<file path="config.mk">
export PLATFORM = sky130hd
export DESIGN_NAME = dto_timer
export DESIGN_NICKNAME = d
export VERILOG_FILES = /design/src/rtl/dto_pkg.sv /design/src/rtl/dto_cfg_regs.sv /design/src/rtl/dto_prescaler.sv /design/src/rtl/dto_countdown.sv /design/src/rtl/dto_sticky_flag.sv /design/src/rtl/dto_timer.sv
export SDC_FILE = /design/constraint.sdc
export NUM_CORES = 1
export LEC_CHECK = 0
export BUFFER_PORTS_ARGS = -buffer_cell sky130_fd_sc_hd__buf_2
export CORE_ASPECT_RATIO = 1.5
export CORE_MARGIN = 2
export CORE_UTILIZATION = 51
export CTS_BUF_LIST = sky130_fd_sc_hd__clkbuf_8
export CTS_CLUSTER_SIZE = 25
export DETAILED_ROUTE_END_ITERATION = 10
export GPL_TIMING_DRIVEN = 0
export PLACE_DENSITY = 0.74
export SLEW_MARGIN = 40
export SYNTH_ARGS = -nofsm -noshare
export SYNTH_HDL_FRONTEND = slang
export SYNTH_SLANG_ARGS = --single-unit
</file>
<file path="constraint.sdc">
create_clock -name clk -period 2.1 [get_ports clk]
set_input_delay 0.63 -clock clk [delete_from_list [all_inputs] [get_ports clk]]
set_output_delay 0.63 -clock clk [all_outputs]
set_load 0.05 [all_outputs]
</file>
<file path="src/rtl/dto_pkg.sv">
package dto_pkg;

  typedef enum logic {
    PH_IDLE  = 1'b0,
    PH_ARMED = 1'b1
  } dto_phase_e;

  typedef struct packed {
    logic arm;     // start of data phase: load from shadow and arm
    logic halt;    // end of data phase: disarm
    logic reload;  // any reload of count and prescaler (start or activity)
  } dto_cmd_t;

endpackage

</file>
<file path="src/rtl/dto_cfg_regs.sv">
module dto_cfg_regs #(
  parameter int CNT_W = 16
) (
  input  logic             clk,
  input  logic             rst_n,
  input  logic             wr,
  input  logic [CNT_W-1:0] wr_limit,
  input  logic             wr_kilo,
  input  logic             capture,
  output logic [CNT_W-1:0] shd_limit,
  output logic [CNT_W-1:0] act_limit,
  output logic             act_kilo
);

  logic [CNT_W-1:0] shd_lim_q, shd_lim_d;
  logic             shd_kilo_q, shd_kilo_d;
  logic [CNT_W-1:0] act_lim_q, act_lim_d;
  logic             act_kilo_q, act_kilo_d;

  always_comb begin
    shd_lim_d  = shd_lim_q;
    shd_kilo_d = shd_kilo_q;
    act_lim_d  = act_lim_q;
    act_kilo_d = act_kilo_q;
    if (wr) begin
      shd_lim_d  = wr_limit;
      shd_kilo_d = wr_kilo;
    end
    if (capture) begin
      act_lim_d  = shd_lim_q;
      act_kilo_d = shd_kilo_q;
    end
  end

  always_ff @(posedge clk or negedge rst_n) begin
    if (!rst_n) begin
      shd_lim_q  <= '0;
      shd_kilo_q <= 1'b0;
      act_lim_q  <= '0;
      act_kilo_q <= 1'b0;
    end else begin
      shd_lim_q  <= shd_lim_d;
      shd_kilo_q <= shd_kilo_d;
      act_lim_q  <= act_lim_d;
      act_kilo_q <= act_kilo_d;
    end
  end

  assign shd_limit = shd_lim_q;
  assign act_limit = act_lim_q;
  assign act_kilo  = act_kilo_q;

  AST_ACT_HELD: assert property (@(posedge clk) disable iff (!rst_n)
    !capture |=> $stable(act_lim_q) && $stable(act_kilo_q));

endmodule

</file>
<file path="src/rtl/dto_prescaler.sv">
module dto_prescaler #(
  parameter int PRE_W = 10
) (
  input  logic clk,
  input  logic rst_n,
  input  logic ce,
  input  logic clr,
  input  logic kilo,
  output logic tick
);

  localparam logic [PRE_W-1:0] PRE_LAST = {PRE_W{1'b1}};

  logic [PRE_W-1:0] pre_q, pre_d;
  logic             at_wrap;

  always_comb begin
    at_wrap = (pre_q == PRE_LAST);
    pre_d   = pre_q;
    if (clr)
      pre_d = '0;
    else if (ce)
      pre_d = pre_q + 1'b1;
    tick = ce & ~clr & (~kilo | at_wrap);
  end

  always_ff @(posedge clk or negedge rst_n) begin
    if (!rst_n) pre_q <= '0;
    else        pre_q <= pre_d;
  end

  AST_PRE_FROZEN: assert property (@(posedge clk) disable iff (!rst_n)
    !ce && !clr |=> $stable(pre_q));
  AST_KTICK_WRAPS: assert property (@(posedge clk) disable iff (!rst_n)
    kilo && tick |=> pre_q == '0);
  AST_CLR_ZERO: assert property (@(posedge clk) disable iff (!rst_n)
    clr |=> pre_q == '0);

endmodule

</file>
<file path="src/rtl/dto_countdown.sv">
module dto_countdown
  import dto_pkg::*;
#(
  parameter int CNT_W = 16
) (
  input  logic             clk,
  input  logic             rst_n,
  input  dto_cmd_t         cmd,
  input  logic [CNT_W-1:0] load_val,
  input  logic             tick,
  output logic             armed,
  output logic             expire
);

  localparam logic [CNT_W-1:0] CNT_ONE = CNT_W'(1);

  logic [CNT_W-1:0] cnt_q, cnt_d;
  dto_phase_e       ph_q, ph_d;

  always_comb begin
    cnt_d  = cnt_q;
    ph_d   = ph_q;
    expire = 1'b0;
    if (cmd.arm) begin
      cnt_d = load_val;
      ph_d  = (load_val != '0) ? PH_ARMED : PH_IDLE;
    end else if (cmd.halt) begin
      ph_d = PH_IDLE;
    end else if (cmd.reload && ph_q == PH_ARMED) begin
      cnt_d = load_val;
    end else if (ph_q == PH_ARMED && tick) begin
      if (cnt_q == CNT_ONE) begin
        expire = 1'b1;
        ph_d   = PH_IDLE;
        cnt_d  = '0;
      end else begin
        cnt_d = cnt_q - CNT_ONE;
      end
    end
  end

  always_ff @(posedge clk or negedge rst_n) begin
    if (!rst_n) begin
      cnt_q <= '0;
      ph_q  <= PH_IDLE;
    end else begin
      cnt_q <= cnt_d;
      ph_q  <= ph_d;
    end
  end

  assign armed = (ph_q == PH_ARMED);

  AST_ZERO_STAYS_IDLE: assert property (@(posedge clk) disable iff (!rst_n)
    cmd.arm && load_val == '0 |=> !armed);
  AST_HALT_DISARMS: assert property (@(posedge clk) disable iff (!rst_n)
    cmd.halt && !cmd.arm |=> !armed);
  AST_NO_TICK_HOLD: assert property (@(posedge clk) disable iff (!rst_n)
    !tick && !cmd.arm && !cmd.halt && !cmd.reload |=> $stable(cnt_q));
  AST_ARMED_NONZERO: assert property (@(posedge clk) disable iff (!rst_n)
    armed |-> cnt_q != '0);
  AST_EXPIRE_IDLE: assert property (@(posedge clk) disable iff (!rst_n)
    expire |=> !armed);

endmodule

</file>
<file path="src/rtl/dto_sticky_flag.sv">
module dto_sticky_flag (
  input  logic clk,
  input  logic rst_n,
  input  logic set,
  input  logic clr,
  output logic flag
);

  logic flag_q, flag_d;

  always_comb begin
    flag_d = flag_q;
    if (set)      flag_d = 1'b1;
    else if (clr) flag_d = 1'b0;
  end

  always_ff @(posedge clk or negedge rst_n) begin
    if (!rst_n) flag_q <= 1'b0;
    else        flag_q <= flag_d;
  end

  assign flag = flag_q;

  AST_FLAG_STICKY: assert property (@(posedge clk) disable iff (!rst_n)
    flag_q && !clr |=> flag_q);
  AST_SET_WINS: assert property (@(posedge clk) disable iff (!rst_n)
    set |=> flag_q);

endmodule

</file>
<file path="src/rtl/dto_timer.sv">
module dto_timer
  import dto_pkg::*;
#(
  parameter int CNT_W       = 16,
  parameter int PRE_W       = 10,
  parameter int SYNC_STAGES = 2
) (
  input  logic             clk,
  input  logic             rst_n,
  input  logic             cfg_wr,
  input  logic [CNT_W-1:0] cfg_limit,
  input  logic             cfg_kilo,
  input  logic             flag_clr,
  input  logic             card_ce,
  input  logic             data_start,
  input  logic             data_act,
  input  logic             data_stop,
  output logic             tmo_flag
);

  // reset: asserted asynchronously, released on a clock edge
  logic [SYNC_STAGES-1:0] rs_q;
  logic                   rst_i_n;

  genvar gi;
  generate
    for (gi = 0; gi < SYNC_STAGES; gi++) begin : g_rsync
      always_ff @(posedge clk or negedge rst_n) begin
        if (!rst_n) rs_q[gi] <= 1'b0;
        else        rs_q[gi] <= (gi == 0) ? 1'b1 : rs_q[(gi == 0) ? 0 : gi-1];
      end
    end
  endgenerate
  assign rst_i_n = rs_q[SYNC_STAGES-1];

  logic [CNT_W-1:0] shd_limit, act_limit, load_val;
  logic             act_kilo, armed, expire, tick;
  dto_cmd_t         cmd;

  always_comb begin
    cmd.arm    = data_start;
    cmd.halt   = data_stop & ~data_start;
    cmd.reload = data_start | (data_act & ~data_stop & armed);
    load_val   = data_start ? shd_limit : act_limit;
  end

  dto_cfg_regs #(.CNT_W(CNT_W)) u_cfg (
    .clk       (clk),
    .rst_n     (rst_i_n),
    .wr        (cfg_wr),
    .wr_limit  (cfg_limit),
    .wr_kilo   (cfg_kilo),
    .capture   (cmd.arm),
    .shd_limit (shd_limit),
    .act_limit (act_limit),
    .act_kilo  (act_kilo)
  );

  dto_prescaler #(.PRE_W(PRE_W)) u_pre (
    .clk   (clk),
    .rst_n (rst_i_n),
    .ce    (card_ce),
    .clr   (cmd.reload),
    .kilo  (act_kilo),
    .tick  (tick)
  );

  dto_countdown #(.CNT_W(CNT_W)) u_cnt (
    .clk      (clk),
    .rst_n    (rst_i_n),
    .cmd      (cmd),
    .load_val (load_val),
    .tick     (tick),
    .armed    (armed),
    .expire   (expire)
  );

  dto_sticky_flag u_flag (
    .clk   (clk),
    .rst_n (rst_i_n),
    .set   (expire),
    .clr   (flag_clr),
    .flag  (tmo_flag)
  );

  AST_RISE_FROM_EXPIRY: assert property (@(posedge clk) disable iff (!rst_i_n)
    !tmo_flag ##1 tmo_flag |-> $past(expire));
  AST_START_BEATS_STOP: assert property (@(posedge clk) disable iff (!rst_i_n)
    data_start && data_stop && shd_limit != '0 |=> armed);

endmodule

</file>
==> results by group, run 1 <==
Cells and area
  – Area grow syn2layout: 22.7%
  – Share of cells above drive strength 1: between 30% and 40%
  – Commonest non-fill, non-tap cells in the layout: dfrtp_1 (61), mux2_2 (32), buf_2 (27), nor2_1 (23), buf_4 (17)
  – Final-stage net count: approximately 360
  – Finished Cell Area: approximately 3800 sq um
  – # diodes: 0
  – Commonest non-fill, non-tap cell in the layout: dfrtp_1
  – Non-filler instance count after layout: around 400
  – Fillers: between 400 and 500

Min path
  – Worst hold path class: input port to asynchronous set/reset pin

Floorplanning
  – Die height: 99.6 um
  – Die W: approximately 68 um
  – Total core area: 5830 sq um
  – Ports: 26
  – Initial Utilization: 53.3%
  – # rows: 34
  – Die Area: roughly 6700 sq um

STA
  – Final WS setup: -0.100 ns
  – Tmin final: approximately 2.2 ns
  – Final hold vios: 0
  – Unrepaired setup endpoints after global routing: yes
  – Worst slew margin: between 60% and 70%
  – Final setup violation count: 11
  – Slew @ Worst Pin: ~0.56 ns
  – Clock Skews: about 0.0065 ns
  – Fmax: 454 MHz
  – Final setup TNS: -0.636 ns
  – Fin. max-slew vios: 0
  – Final period utilization: 105%

Setup path
  – Required @ worst endpoint: 2.33 ns
  – Reg2Reg Depth: 6
  – Type of origin of the critical path: flop
  – RR Endpoint: u_cnt.cnt_q[3]
  – R2R Setup Slk: -0.10 ns
  – Setup Crit Path Kind: flop to flop
  – CP arrival: about 2.4 ns
  – Max FO, Critical Path: 6
  – Crit end category: flop
  – Crit Reg-Reg Startpoint: u_cnt.cnt_q[13]

Power
  – Power density over cell area: ~860 nW/um^2
  – Leak Pwr: approximately 1.6 nW
  – Comb pwr share: between 20 and 25%
  – Reg power frac: roughly 47%
  – Total power: between 0.003 and 0.004 W
  – P_int: 0.00231 W
  – Sw Share: between 20 and 30%
  – Psw: 0.000968 W
  – Clk pwr share: a little under a third
  – Peak VDD IR: 553 uV

Clock tree
  – Sink Count: 64
  – CTS tree: built
  – Clk root buf: clkbuf_8
  – Reg clk slew, reported paths: 0.07 ns
  – Clk buf depth: 2
  – Cts hold-fix bufs: 0
  – Total CTS buffers: 9
  – Htree depth: 3
  – Clock Latency Late Sink: about 0.35 ns

Synth
  – Cells after synthesis: 279
  – Yosys warns: 0
  – Syn Std Cell Area: just over 3000 sq um
  – Synth Register Bits: between 60 and 70
  – Sequential share of the synthesized area: 51.6%
  – Dominant synthesized flop cell: dfrtp_1
  – Number of distinct library cells after synthesis: 48
  – Syn avg cell area: roughly 11 sq um
  – Asr flop ratio synth: 100%
  – Synth Net Count: 307
  – Number of synthesized flops with an enable pin: 0

Placement
  – Routability cong.: slightly above 0.9
  – Placed instance area: around 3400 sq um
  – Post-Place Cells: 375
  – Post-DP HPWL: roughly 5000 um
  – Dpl ws: -0.480 ns
  – I/O Buffers: 23

Drt
  – ANT nets after route: 0
  – Remaining DRCs: 0
  – Drt first-iter violations: 184
  – Final WL: around 7500 um
  – Routed vias: 2459
  – Via-per-instance ratio: 6.00
  – First drt pass iteration count: 4
  – WL/cell: between 15 and 20 um

Global routing
  – Vias in the first global route: 2550
  – Largest net degree at the start of global routing: 36
  – First-pass GRT wire length: 12200 um
  – Total overflow reported by the global router: 0
  – Initial antenna violation count: 0
  – GR Util All Layers: ~25%

Status
  – Status: finished, violations left
  – Failing checks: setup timing

Job
  – Max-cap viol count: 0
[area by class of cell]
class / instances / area [sq um] / share of cell area [%]
sequential: 64 / 1610 / 42.2
tap: 72 / 90.1 / 2.36
multi-input combinational: 193 / 1500 / 39.4
inverter: 10 / 37.5 / 0.985
buffer: 12 / 78.8 / 2.07
clock inverter: 5 / 50.0 / 1.31
clock buffer: 10 / 138 / 3.61
timing repair buffer: 44 / 305 / 8.01
[state kept, by name, summed over array words and instances, names as in the netlist]
| name | flops |
|---|---|
| u_cfg.shd_limit | 16 |
| u_pre.pre_q | 10 |
| u_cfg.shd_kilo_q | 1 |
| u_cnt.cnt_q | 16 |
| u_cfg.act_kilo | 1 |
| u_cfg.act_limit | 16 |
| u_flag.flag | 1 |
| rst_i_n | 1 |
| rs_q | 1 |
| u_cnt.armed | 1 |
[per-layer routing]
metal  global-route usage, %  vias up  part of all wire, %
li1                        -     1146                    -
met1                    28.9     1220                   39
met2                    39.7       71                   53
met3                    7.01       22                  3.9
met4                    14.4        0                  3.7
met5                       0        -                    0
[cells by family (layout without fill, tap and decap cells)]
family          Yosys count  count (layout)  share of synthesized area, %
simple gates             86              87                          14.8
flops                    64              64                          51.6
compound gates           60              60                          13.9
mux                      35              35                          12.6
buf+inv                  23              81                          3.83
xor+xnor                  7               7                          1.98
fa+ha+maj                 3               3                          1.21
other cells               1               1                         0.121
[synth_stat cells (2+ instances only)]
cell type   n  area [sq um]
clkbuf_1    7          26.3
nor2_1     25          93.8
mux2i_1     3          30.0
mux2_2     32           360
nand2_1    14          52.6
a21oi_1    11          55.1
inv_1      10          37.5
nand4_1     5          31.3
nand3_1     3          15.0
o21ai_0    13          65.1
xor2_1      5          43.8
xnor2_1     2          17.5
buf_6       2          22.5
dfrtp_1    64          1600
or2_2       2          12.5
a221o_1     3          30.0
o2bb2ai_1   4          35.0
nor4b_1     3          26.3
a32oi_1     2          17.5
o41ai_1     5          43.8
nor3_1     12          60.1
o22ai_1     4          25.0
nor4_1      8          50.1
or3_1       3          18.8
a22o_1      5          43.8
o31a_1      2          17.5
nand2b_1    2          12.5
ha_1        3          37.5
o21ai_1     3          15.0
o31ai_1     2          15.0
buf_1       2          7.51
or4_1       2          15.0
[worst max-delay path: stages, from the launching register on]
cell,delay (ns)
dfrtp_2,0.44
or4_4,0.57
nor4_4,0.33
nand2b_4,0.24
buf_4,0.13
o21ai_0,0.08
a221o_1,0.30
[worst max-delay path by stage]
stage	endpoint	slack [ns]	from	cells past startpoint
finish	u_cnt.cnt_q[3]	-0.10	u_cnt.cnt_q[13]	6
global route	u_cnt.cnt_q[3]	-0.14	u_cnt.cnt_q[13]	6
CTS	u_cnt.cnt_q[2]	-0.16	u_cnt.cnt_q[1]	8
detailed placement	u_cnt.armed	-0.48	data_start	6
global placement	u_cnt.armed	-0.50	data_start	6
floorplan	u_cnt.cnt_q[5]	-0.03	u_cnt.cnt_q[13]	7
[per-stage QoR]
stage | hold slack, ns | util, %
finish | 0.0525 | 65.4
global route | 0.0383 | 65.4
CTS | 0.0383 | 63.7
detailed placement | 0.261 | 57.5
global placement | 0.337 | 57.1
floorplan | 0.331 | -
[repair_timing]
item | CTS | global route
endpoints found under the setup margin | 24 | 28
pin swaps | 3 | 8
gates resized for setup | 17 | 22
gates cloned | 0 | 1
buffers inserted | 18 | 4
[power by group through the flow]
stage	logic (W)	registers, W	clock network (W)
after floorplan	0.000388	0.00152	0
after global placement	0.000493	0.00156	0
after detailed placement	0.000526	0.00156	0
after CTS	0.000626	0.00154	0.00104
after global routing	0.000767	0.00157	0.00111
final	0.000709	0.00155	0.00102
Power figures use the tool's default switching activity.
==> run 2, diff against run 1 <==
Settings changed: CTS_BUF_LIST sky130_fd_sc_hd__clkbuf_8 to unset.
==> results by group, run 2 (synthesized netlist as in run 1, its figures left out) <==
Status
  – Status: finished, violations left
  – Failing checks: setup timing

Drt
  – Remaining DRCs: 0 (unchanged)
  – First drt pass iteration count: 4 (unchanged)
  – ANT nets after route: 0 (unchanged)
  – WL/cell: 18.2 um (unchanged)
  – Drt first-iter violations: 183 (-0.54%)
  – Routed vias: 2459 (unchanged)
  – Final WL: 7460 um (unchanged)
  – Via-per-instance ratio: 6.00 (unchanged)

Setup path
  – Reg2Reg Depth: 6 (unchanged)
  – CP Depth: 6 (unchanged)
  – Crit-path cells: or4_4 > nor4_4 > nand2b_4 > buf_4 > o21ai_0 > a221o_1
  – Worst path buffer plus inverter count: 1 (unchanged)
  – Slowest stage delay, CP: 0.57 ns (about the same)
  – Max FO, Critical Path: 6 (unchanged)
  – Cell family with most CP delay: simple AND/OR/NAND/NOR gates
  – Required @ worst endpoint: 2.33 ns (about the same)
  – CP arrival: 2.43 ns (about the same)
  – Crit end category: flop
  – Setup Crit Path Kind: flop to flop
  – Critical-path top delay cell: or4_4
  – Type of origin of the critical path: flop

Placement
  – Post-Place Cells: 375 (unchanged)
  – I/O Buffers: 23 (unchanged)
  – Post-DP HPWL: 5020 um (unchanged)
  – Routability cong.: 0.905 (unchanged)

Floorplanning
  – # rows: 34 (unchanged)
  – Die W: 67.7 um (unchanged)
  – Total core area: 5830 sq um (unchanged)
  – Initial Utilization: 53.3% (unchanged)
  – Die height: 99.6 um (unchanged)
  – Die Area: 6740 sq um (unchanged)
  – Ports: 26 (unchanged)

STA
  – Final setup TNS: -0.636 ns (-0.000362 ns)
  – Worst slew margin: 62.3% (unchanged)
  – Slew @ Worst Pin: 0.560 ns (unchanged)
  – Tmin final: 2.20 ns (+0.0000370 ns)
  – Final period utilization: 105% (about the same)
  – Clock Skews: 0.00647 ns (-0.0000000800 ns)
  – Fmax: 454 MHz (about the same)
  – Fin. max-slew vios: 0 (unchanged)
  – Final setup violation count: 11 (unchanged)
  – Final hold vios: 0 (unchanged)
  – Final WS setup: -0.100 ns (-0.0000370 ns)
  – Unrepaired setup endpoints after global routing: yes

Cells and area
  – Commonest non-fill, non-tap cell in the layout: dfrtp_1
  – Area grow syn2layout: 22.7% (unchanged)
  – Share of cells above drive strength 1: 38.2% (unchanged)
  – # diodes: 0 (unchanged)
  – Final-stage net count: 362 (unchanged)
  – Non-filler instance count after layout: 410 (unchanged)
  – Commonest non-fill, non-tap cells in the layout: dfrtp_1 (61), mux2_2 (32), buf_2 (27), nor2_1 (23), buf_4 (17)

Global routing
  – Largest net degree at the start of global routing: 36 (unchanged)
  – Total overflow reported by the global router: 0 (unchanged)
  – Initial antenna violation count: 0 (unchanged)
  – First-pass GRT wire length: 12200 um (unchanged)
  – GR Util All Layers: 24.8% (unchanged)
  – Vias in the first global route: 2550 (unchanged)

Clock tree
  – CTS tree: built
  – Total CTS buffers: 9 (unchanged)
  – Clock Latency Late Sink: 0.35 ns (about the same)
  – Clk buf depth: 2 (unchanged)
  – Htree depth: 3 (unchanged)
  – Sink Count: 64 (unchanged)
  – Reg clk slew, reported paths: 0.07 ns (about the same)
  – Clk root buf: clkbuf_8

Power
  – Power density over cell area: 862 nW/um^2 (+0.30%)
  – Leak Pwr: 1.60 nW (-0.52%)
  – Peak VDD IR: 571 uV (+3.3%)

Min path
  – Worst hold path class: input port to asynchronous set/reset pin

Job
  – Max-cap viol count: 0 (unchanged)
-- run 2: cell types whose count changed in the layout (fill, tap and decap cells not counted), sizes merged --
cell	previous run	this run
inv	12	10
clkbuf	16	18
-- run 2: timing repair --
item | 4_1_cts | 5_1_grt
hold buffers | 0 | 0
endpoints found under the setup margin | 24 | 28
resized for setup | 17 | 22
pin swaps | 3 | 8
cloned | 0 | 1
setup buffers | 18 | 4
-- run 2: stage by stage --
step	power, W	setup slack, ns	hold WS (ns)	cell area [sq um]	util (%)
final	0.00329	-0.100	0.0530	3810	65.4
after global placement	0.00206	-0.501	0.337	3330	57.1
after detailed placement	0.00209	-0.480	0.261	3350	57.5
after CTS	0.00321	-0.164	0.0388	3710	63.7
after floorplan	0.00191	-0.0251	0.331	3120	-
after global routing	0.00346	-0.144	0.0387	3810	65.4
-- run 2: final timing paths --
check | from | end | slack [ns]
min | rst_n | rst_i_n | 0.05
max in group asynchronous | rst_i_n | u_cnt.cnt_q[2] | 1.32
min reg2reg | rst_i_n | u_cfg.act_limit[15] | 0.26
min in group clk | rs_q[0] | rst_i_n | 0.36
max reg2reg | u_cnt.cnt_q[13] | u_cnt.cnt_q[3] | -0.10
max | u_cnt.cnt_q[13] | u_cnt.cnt_q[3] | -0.10
-- run 2: power breakdown --
| group | switching [W] | internal [W] | leakage, nW |
|---|---|---|---|
| clock network | 0.000456 | 0.000573 | 0.0925 |
| registers | 0.000154 | 0.00139 | 0.777 |
| logic | 0.000357 | 0.000352 | 0.732 |
-- run 2: final cells by class --
class | count | area [sq um]
flip-flops and latches | 64 | 1610
multi-input cells | 193 | 1500
clock inverters | 3 | 42.5
clock buffers | 12 | 145
repair buffers | 44 | 305
fillers | 456 | 2020
inverters | 10 | 37.5
plain buffers | 12 | 78.8
well taps | 72 | 90.1
-- run 2: layer usage --
| metal | GRT usage [%] | vias up | wire length, um |
|---|---|---|---|
| met1 | 28.9 | 1220 | 2950 |
| met3 | 7.01 | 22 | 288 |
| li1 | - | 1146 | - |
| met2 | 39.7 | 71 | 3950 |
| met4 | 14.4 | 0 | 274 |
| met5 | 0 | - | 0 |
